`src/rtl/sha1_accel_pkg.sv`:
```
package sha1_accel_pkg;
  localparam int WORD_W    = 32;
  localparam int BLK_WORDS = 16;
  localparam int DIG_WORDS = 5;
  localparam int ROUNDS    = 80;
  localparam int STAGE_LEN = 20;
  localparam int RND_W     = $clog2(ROUNDS);

  typedef logic [WORD_W-1:0] word_t;
  typedef enum logic [1:0] {ST_IDLE, ST_RUN, ST_FOLD} core_state_e;

  // index 0 is the most significant chaining word
  localparam logic [DIG_WORDS-1:0][WORD_W-1:0] CHAIN_IV =
    {32'hC3D2E1F0, 32'h10325476, 32'h98BADCFE, 32'hEFCDAB89, 32'h67452301};

  function automatic word_t rotl(input word_t x, input int unsigned n);
    return (x << n) | (x >> (WORD_W - n));
  endfunction

  function automatic word_t mix_fn(input logic [1:0] stage, input word_t b,
                                   input word_t c, input word_t d);
    case (stage)
      2'd0:    return (b & c) | (~b & d);
      2'd2:    return (b & c) | (b & d) | (c & d);
      default: return b ^ c ^ d;
    endcase
  endfunction

  function automatic word_t stage_k(input logic [1:0] stage);
    case (stage)
      2'd0:    return 32'h5A827999;
      2'd1:    return 32'h6ED9EBA1;
      2'd2:    return 32'h8F1BBCDC;
      default: return 32'hCA62C1D6;
    endcase
  endfunction
endpackage

```
`src/rtl/sha1_msg_window.sv`:
```
module sha1_msg_window
  import sha1_accel_pkg::*;
(
  input  logic                               clk,
  input  logic                               rst_n,
  input  logic                               load,
  input  logic                               shift,
  input  logic [BLK_WORDS-1:0][WORD_W-1:0]   blk,
  output word_t                              cur
);
  word_t win_q [BLK_WORDS];
  word_t fresh;

  assign fresh = rotl(win_q[13] ^ win_q[8] ^ win_q[2] ^ win_q[0], 1);
  assign cur   = win_q[0];

  for (genvar i = 0; i < BLK_WORDS; i++) begin : g_slot
    always_ff @(posedge clk or negedge rst_n) begin
      if (!rst_n)     win_q[i] <= '0;
      else if (load)  win_q[i] <= blk[i];
      else if (shift) begin
        if (i == BLK_WORDS - 1) win_q[i] <= fresh;
        else                    win_q[i] <= win_q[(i + 1) % BLK_WORDS];
      end
    end
  end

  AST_LOAD_FRONT: assert property (@(posedge clk) disable iff (!rst_n)
    load |=> cur == $past(blk[0]));
endmodule

```
`src/rtl/sha1_round_core.sv`:
```
module sha1_round_core
  import sha1_accel_pkg::*;
(
  input  logic                               clk,
  input  logic                               rst_n,
  input  logic                               go_init,
  input  logic                               go_next,
  input  word_t                              msg_word,
  output logic                               ready,
  output logic                               valid,
  output logic                               win_load,
  output logic                               win_shift,
  output logic [DIG_WORDS-1:0][WORD_W-1:0]   digest
);
  localparam logic [RND_W-1:0] LAST_RND = RND_W'(ROUNDS - 1);

  core_state_e                       state_q;
  logic [RND_W-1:0]                  rnd_q;
  logic                              valid_q;
  logic [DIG_WORDS-1:0][WORD_W-1:0]  h_q, v_q, v_nx;
  logic [1:0]                        stage;
  logic                              accept;
  word_t                             t_sum;

  assign ready     = (state_q == ST_IDLE);
  assign valid     = valid_q;
  assign accept    = ready && (go_init || go_next);
  assign win_load  = accept;
  assign win_shift = (state_q == ST_RUN);
  assign digest    = h_q;

  always_comb begin
    if (rnd_q < RND_W'(STAGE_LEN))          stage = 2'd0;
    else if (rnd_q < RND_W'(2 * STAGE_LEN)) stage = 2'd1;
    else if (rnd_q < RND_W'(3 * STAGE_LEN)) stage = 2'd2;
    else                                    stage = 2'd3;
    t_sum   = rotl(v_q[0], 5) + mix_fn(stage, v_q[1], v_q[2], v_q[3])
            + v_q[4] + stage_k(stage) + msg_word;
    v_nx[0] = t_sum;
    v_nx[1] = v_q[0];
    v_nx[2] = rotl(v_q[1], 30);
    v_nx[3] = v_q[2];
    v_nx[4] = v_q[3];
  end

  always_ff @(posedge clk or negedge rst_n) begin
    if (!rst_n) begin
      state_q <= ST_IDLE;
      rnd_q   <= '0;
      valid_q <= 1'b0;
      h_q     <= '0;
      v_q     <= '0;
    end else begin
      case (state_q)
        ST_IDLE: if (accept) begin
          if (go_init) begin
            h_q <= CHAIN_IV;
            v_q <= CHAIN_IV;
          end else begin
            v_q <= h_q;
          end
          rnd_q   <= '0;
          valid_q <= 1'b0;
          state_q <= ST_RUN;
        end
        ST_RUN: begin
          v_q <= v_nx;
          if (rnd_q == LAST_RND) state_q <= ST_FOLD;
          else                   rnd_q   <= rnd_q + 1'b1;
        end
        default: begin
          for (int i = 0; i < DIG_WORDS; i++) h_q[i] <= h_q[i] + v_q[i];
          valid_q <= 1'b1;
          state_q <= ST_IDLE;
        end
      endcase
    end
  end

  logic [RND_W:0] busy_cnt;
  always_ff @(posedge clk or negedge rst_n) begin
    if (!rst_n)      busy_cnt <= '0;
    else if (ready)  busy_cnt <= '0;
    else             busy_cnt <= busy_cnt + 1'b1;
  end

  AST_ACCEPT_DROPS: assert property (@(posedge clk) disable iff (!rst_n)
    accept |=> !ready && !valid);
  AST_VALID_IDLE: assert property (@(posedge clk) disable iff (!rst_n)
    valid |-> ready);
  AST_BUSY_SPAN: assert property (@(posedge clk) disable iff (!rst_n)
    busy_cnt <= (RND_W+1)'(ROUNDS + 1));
  AST_RUN_KEEPS_DIGEST: assert property (@(posedge clk) disable iff (!rst_n)
    (state_q == ST_RUN) && (go_init || go_next) |=> $stable(h_q));
endmodule

```
`src/rtl/sha1_accel.sv`:
```
module sha1_accel
  import sha1_accel_pkg::*;
#(
  parameter logic [31:0] ID_HI   = 32'h68736831,
  parameter logic [31:0] ID_LO   = 32'h636f7265,
  parameter logic [31:0] ID_VER  = 32'h312e3030
) (
  input  logic        clk,
  input  logic        rst_n,
  input  logic        sel,
  input  logic        wr,
  input  logic [7:0]  addr,
  input  logic [31:0] wdata,
  output logic [31:0] rdata
);
  localparam logic [7:0] A_ID_HI  = 8'h00;
  localparam logic [7:0] A_ID_LO  = 8'h01;
  localparam logic [7:0] A_VER    = 8'h02;
  localparam logic [7:0] A_CMD    = 8'h08;
  localparam logic [7:0] A_STAT   = 8'h09;
  localparam logic [3:0] BLK_PAGE = 4'h1;
  localparam logic [4:0] DIG_PAGE = 5'b00100;

  logic [BLK_WORDS-1:0][WORD_W-1:0] blk_q;
  logic [DIG_WORDS-1:0][WORD_W-1:0] digest;
  logic [1:0] cmd_q, cmd_prev_q;
  logic       go_init, go_next, ready, valid, win_load, win_shift;
  word_t      msg_word;
  logic       wr_hit, rd_hit;

  assign wr_hit = sel && wr;
  assign rd_hit = sel && !wr;

  for (genvar i = 0; i < BLK_WORDS; i++) begin : g_blk
    always_ff @(posedge clk or negedge rst_n) begin
      if (!rst_n) blk_q[i] <= '0;
      else if (wr_hit && addr == {BLK_PAGE, 4'(i)}) blk_q[i] <= wdata;
    end
  end

  always_ff @(posedge clk or negedge rst_n) begin
    if (!rst_n) begin
      cmd_q      <= '0;
      cmd_prev_q <= '0;
    end else begin
      if (wr_hit && addr == A_CMD) cmd_q <= wdata[1:0];
      cmd_prev_q <= cmd_q;
    end
  end

  // init wins if both bits rise together
  assign go_init = cmd_q[0] && !cmd_prev_q[0];
  assign go_next = cmd_q[1] && !cmd_prev_q[1] && !go_init;

  sha1_msg_window i_window (
    .clk(clk), .rst_n(rst_n), .load(win_load), .shift(win_shift),
    .blk(blk_q), .cur(msg_word)
  );

  sha1_round_core i_core (
    .clk(clk), .rst_n(rst_n), .go_init(go_init), .go_next(go_next),
    .msg_word(msg_word), .ready(ready), .valid(valid),
    .win_load(win_load), .win_shift(win_shift), .digest(digest)
  );

  always_comb begin
    rdata = '0;
    if (rd_hit) begin
      if (addr == A_ID_HI)                    rdata = ID_HI;
      else if (addr == A_ID_LO)               rdata = ID_LO;
      else if (addr == A_VER)                 rdata = ID_VER;
      else if (addr == A_CMD)                 rdata = {30'd0, cmd_q};
      else if (addr == A_STAT)                rdata = {30'd0, valid, ready};
      else if (addr[7:4] == BLK_PAGE)         rdata = blk_q[addr[3:0]];
      else if (addr[7:3] == DIG_PAGE && addr[2:0] < 3'(DIG_WORDS))
                                              rdata = digest[addr[2:0]];
    end
  end

  AST_INIT_PULSE: assert property (@(posedge clk) disable iff (!rst_n)
    go_init |=> !go_init);
  AST_NEXT_PULSE: assert property (@(posedge clk) disable iff (!rst_n)
    go_next |=> !go_next);
endmodule

```
`config.mk`:
```
export PLATFORM = sky130hd
export DESIGN_NAME = sha1_accel
export DESIGN_NICKNAME = d
export VERILOG_FILES = /design/src/rtl/sha1_accel_pkg.sv /design/src/rtl/sha1_msg_window.sv /design/src/rtl/sha1_round_core.sv /design/src/rtl/sha1_accel.sv
export SDC_FILE = /design/constraint.sdc
export NUM_CORES = 2
export LEC_CHECK = 0
export CAP_MARGIN = 20
export CORE_MARGIN = 2
export CORE_UTILIZATION = 50
export DETAILED_ROUTE_END_ITERATION = 8
export PLACE_DENSITY = 0.76
export SYNTH_ARGS = -nofsm -noshare
export SYNTH_HDL_FRONTEND = slang
export SYNTH_SLANG_ARGS = --single-unit
```
`constraint.sdc`:
```
create_clock -name clk -period 6.53 [get_ports clk]
set_clock_uncertainty 0.2 [all_clocks]
set_input_delay 0.653 -clock clk [delete_from_list [all_inputs] [get_ports clk]]
set_output_delay 0.653 -clock clk [all_outputs]
set_load 0.005 [all_outputs]
```
==> metrics <==
top sig layer=met5; Critical Path AT=6810 ps; Via density=6.44; R2R Setup Slk=160 ps; period utilisation layout=97.5%; Die Area=150000 sq um; CTS Buf Count=148; worst setup path endpoint=i_core.v_nx[61]; vias in the first global route=57200; Avg Cell Area, Syn=10.5 sq um; IO Pins=76; Port Buf Inserts=75; Hold Path Class=in2async; Crit. Startpoint=i_core.rnd_q[5]; Routability Congestion=1.01; FMAX=157 MHz; Max stage delay cell, worst path=fa_1; count of final setup violators=0; post-synthesis sequential area ratio=46.2%; Crit path top cell by count=inv_1; CP max stage delay=540 ps; commonest non-fill, non-tap cell in the layout=dfrtp_1; Setup CP Type=reg2reg; critical path launch point type=flip-flop; worst-path maximum fanout=14; met2 routed WL=104 mm; Slew @ Worst Pin=1220 ps; # DRC=0; Placement Setup Slack=-388 ps; mux share of post-synthesis cell area=14.9%; worst-case clock buffer depth=3; reg-to-reg startpoint=i_core.rnd_q[5]; Synth Register Bits=1358; VDD IR max=0.000731 V; reg2reg end=i_core.v_nx[61]; share of cells above drive strength 1=17.1%; Area Growth Syn to Fin=11.6%; adder-cell share of the synthesized area=6.79%; Worst-path clk slew=60 ps; H-tree depth reported by CTS=4; Pwr Total=48.0 mW; Synth Area in XOR/XNOR=2.98%; first-pass GRT wire length=357 mm; WL per Instance=26.1 microns; Root Buffer=clkbuf_16; largest family of logic cells by synthesized area=multiplexers; Die H=388 microns; initial antenna violation count=12; Buf/Inv on CP=9; # clock sinks=1358; gr usage total=31.0%; Crit path depth=27; Leak=39.5 nW; Initial Utilization=50.4%; initial DRC count=7311; Cell Pwr Density=585 nW/um^2; max-cap violation count=0; Final nets=7332; Top FF cell, synth=dfrtp_1; number of flops mapped to enable cells by yosys=0; Die Span X=388 microns; antenna viol nets, final=0; Post-Syn Area=73500 sq um; family with the most delay on the worst path=compound AO/OA/AOI/OAI gates; ys async rst share=100%; DP HPWL=152 mm; Synth Area in Compound Gates=14.0%; Tmin final=6370 ps; most frequent cells in the layout=dfrtp_1, nand2_1, mux2_2; Cell Rows=140; largest net degree at the start of global routing=211; met3 WL=25.6 mm; Mapped Cells=7035; setup ws final=160 ps; post-layout util=56.3%; Cell variety after synth=86; TritonCTS clock tree=done; Vias=58000; final setup TNS=0 ps; R2R depth=27; Critical Path Sink Type=flip-flop; Synth Warn #=0; WP data required=6970 ps; simple-gate share of the synthesized area=11.2%; status=finished clean; Clk Latency, worst-skew pair=830 ps; final slew viol count=0; Detailed Routing Iterations Pass 1=6; total nets after synthesis=7402; wire length on met1=93.3 mm; Overflow after GRT=0; final hold slack=233 ps; Fill cells=12000; max_slew headroom=17.7%; core footprint=146000 sq um; total wire length=235 mm; final hold vios=0
## through the flow
| step | cells | cell area [sq um] |
|---|---|---|
| final | 9004 | 82100 |
| after global routing | 9001 | 82100 |
| after CTS | 8995 | 81800 |
| after detailed placement | 8722 | 76600 |
| after global placement | 8722 | 76600 |
| after floorplan | 7035 | 73600 |
## power breakdown
group,total [mW],switching (mW),internal [mW]
Combinational,26.9,15.2,11.7
Clock,8.76,3.73,5.02
Sequential,12.3,2.06,10.3
Total,48.0,21.0,27.0
## layout make-up
type / count / area [sq um] / share of cell area (%)
antenna: 4 / 10.0 / 0.0122
clock buffer: 216 / 4240 / 5.16
clock inverter: 52 / 890 / 1.08
inverter: 303 / 1150 / 1.40
multi-input combinational: 4913 / 37100 / 45.2
sequential: 1358 / 34000 / 41.4
tap: 1917 / 2400 / 2.92
timing repair buffer: 241 / 2300 / 2.80
## routing by layer
layer | up-vias | GRT usage, %
met3 | 702 | 7.76
met1 | 29300 | 42.9
met4 | 16 | 14.0
met5 | - | 0
li1 | 24700 | -
met2 | 3245 | 46.3
## how the worst min path moves through the flow
stage | depth (start not counted) | end | start
final | 2 | i_core.digest[99] | rst_n
after global placement | 2 | i_window.win_q[477] | i_window.win_q[477]
after detailed placement | 2 | i_window.win_q[297] | i_window.win_q[297]
after CTS | 2 | i_window.win_q[186] | i_window.win_q[154]
after global routing | 2 | i_window.win_q[462] | i_window.win_q[462]
after floorplan | 0 | blk_q[0] | rst_n
## state kept, by name, indices dropped and copies added (netlist names)
| register | cells |
|---|---|
| i_core.v_nx | 96 |
| i_core.rnd_q | 7 |
| i_core.v_q | 64 |
| cmd_q | 2 |
| i_window.win_q | 480 |
| i_core.digest | 160 |
| blk_q | 512 |
| i_window.cur | 32 |
| i_core.state_q | 2 |
| i_core.valid | 1 |
| cmd_prev_q | 2 |
## cell families after synthesis
family	after synthesis
and+or+nand+nor	2010
muxes	791
AOI/OAI and AO/OA	1538
buffers and inverters	764
xor gates and xnor gates	250
DFF	1358
adders and majority gates	324
## synthesized netlist by cell type, types with 7 or more instances
cell type     n  share of area (%)
nand2_1    1313                6.7
mux2_2      511                7.8
nand2b_1     35               0.30
o221a_2      10               0.15
o21bai_1     17               0.17
inv_1       302                1.5
nand4_1      10              0.085
nor2_1      345                1.8
xnor2_1     182                2.2
mux2_1        7               0.11
o311ai_0     42               0.50
fa_1        125                3.4
o211ai_1     31               0.32
a31o_2        7              0.083
clkbuf_1    392                2.0
ha_1        198                3.4
o21a_1       35               0.36
a211o_1      13               0.15
a221o_1      11               0.15
a21oi_1     281                1.9
nand3_1     112               0.76
or3_1        18               0.15
o31ai_1      35               0.36
buf_2        37               0.25
nor3_1       78               0.53
and2_1        9              0.077
o21ai_1      13              0.088
dfrtp_1    1358                 46
xor2_1       68               0.81
a21boi_0      7              0.071
a22oi_1     487                5.0
a21o_1       73               0.75
o22ai_1      25               0.21
mux4_2      189                5.8
mux2i_1      84                1.1
a211oi_1     29               0.30
o21ai_0     270                1.8
a31oi_1      93               0.79
and3_1       27               0.23
a22o_1        7              0.083
nor2b_1      28               0.24
buf_1        32               0.16
## timing repair
action	in CTS	in global routing
cloned	0	0
buffers inserted	4	5
pin swaps	3	24
resized for setup	22	48
hold buffers	1	0
endpoints found under the setup margin	13	13
endpoints found under the hold margin	109	0
No activity file was read; power rests on OpenSTA's default activity.
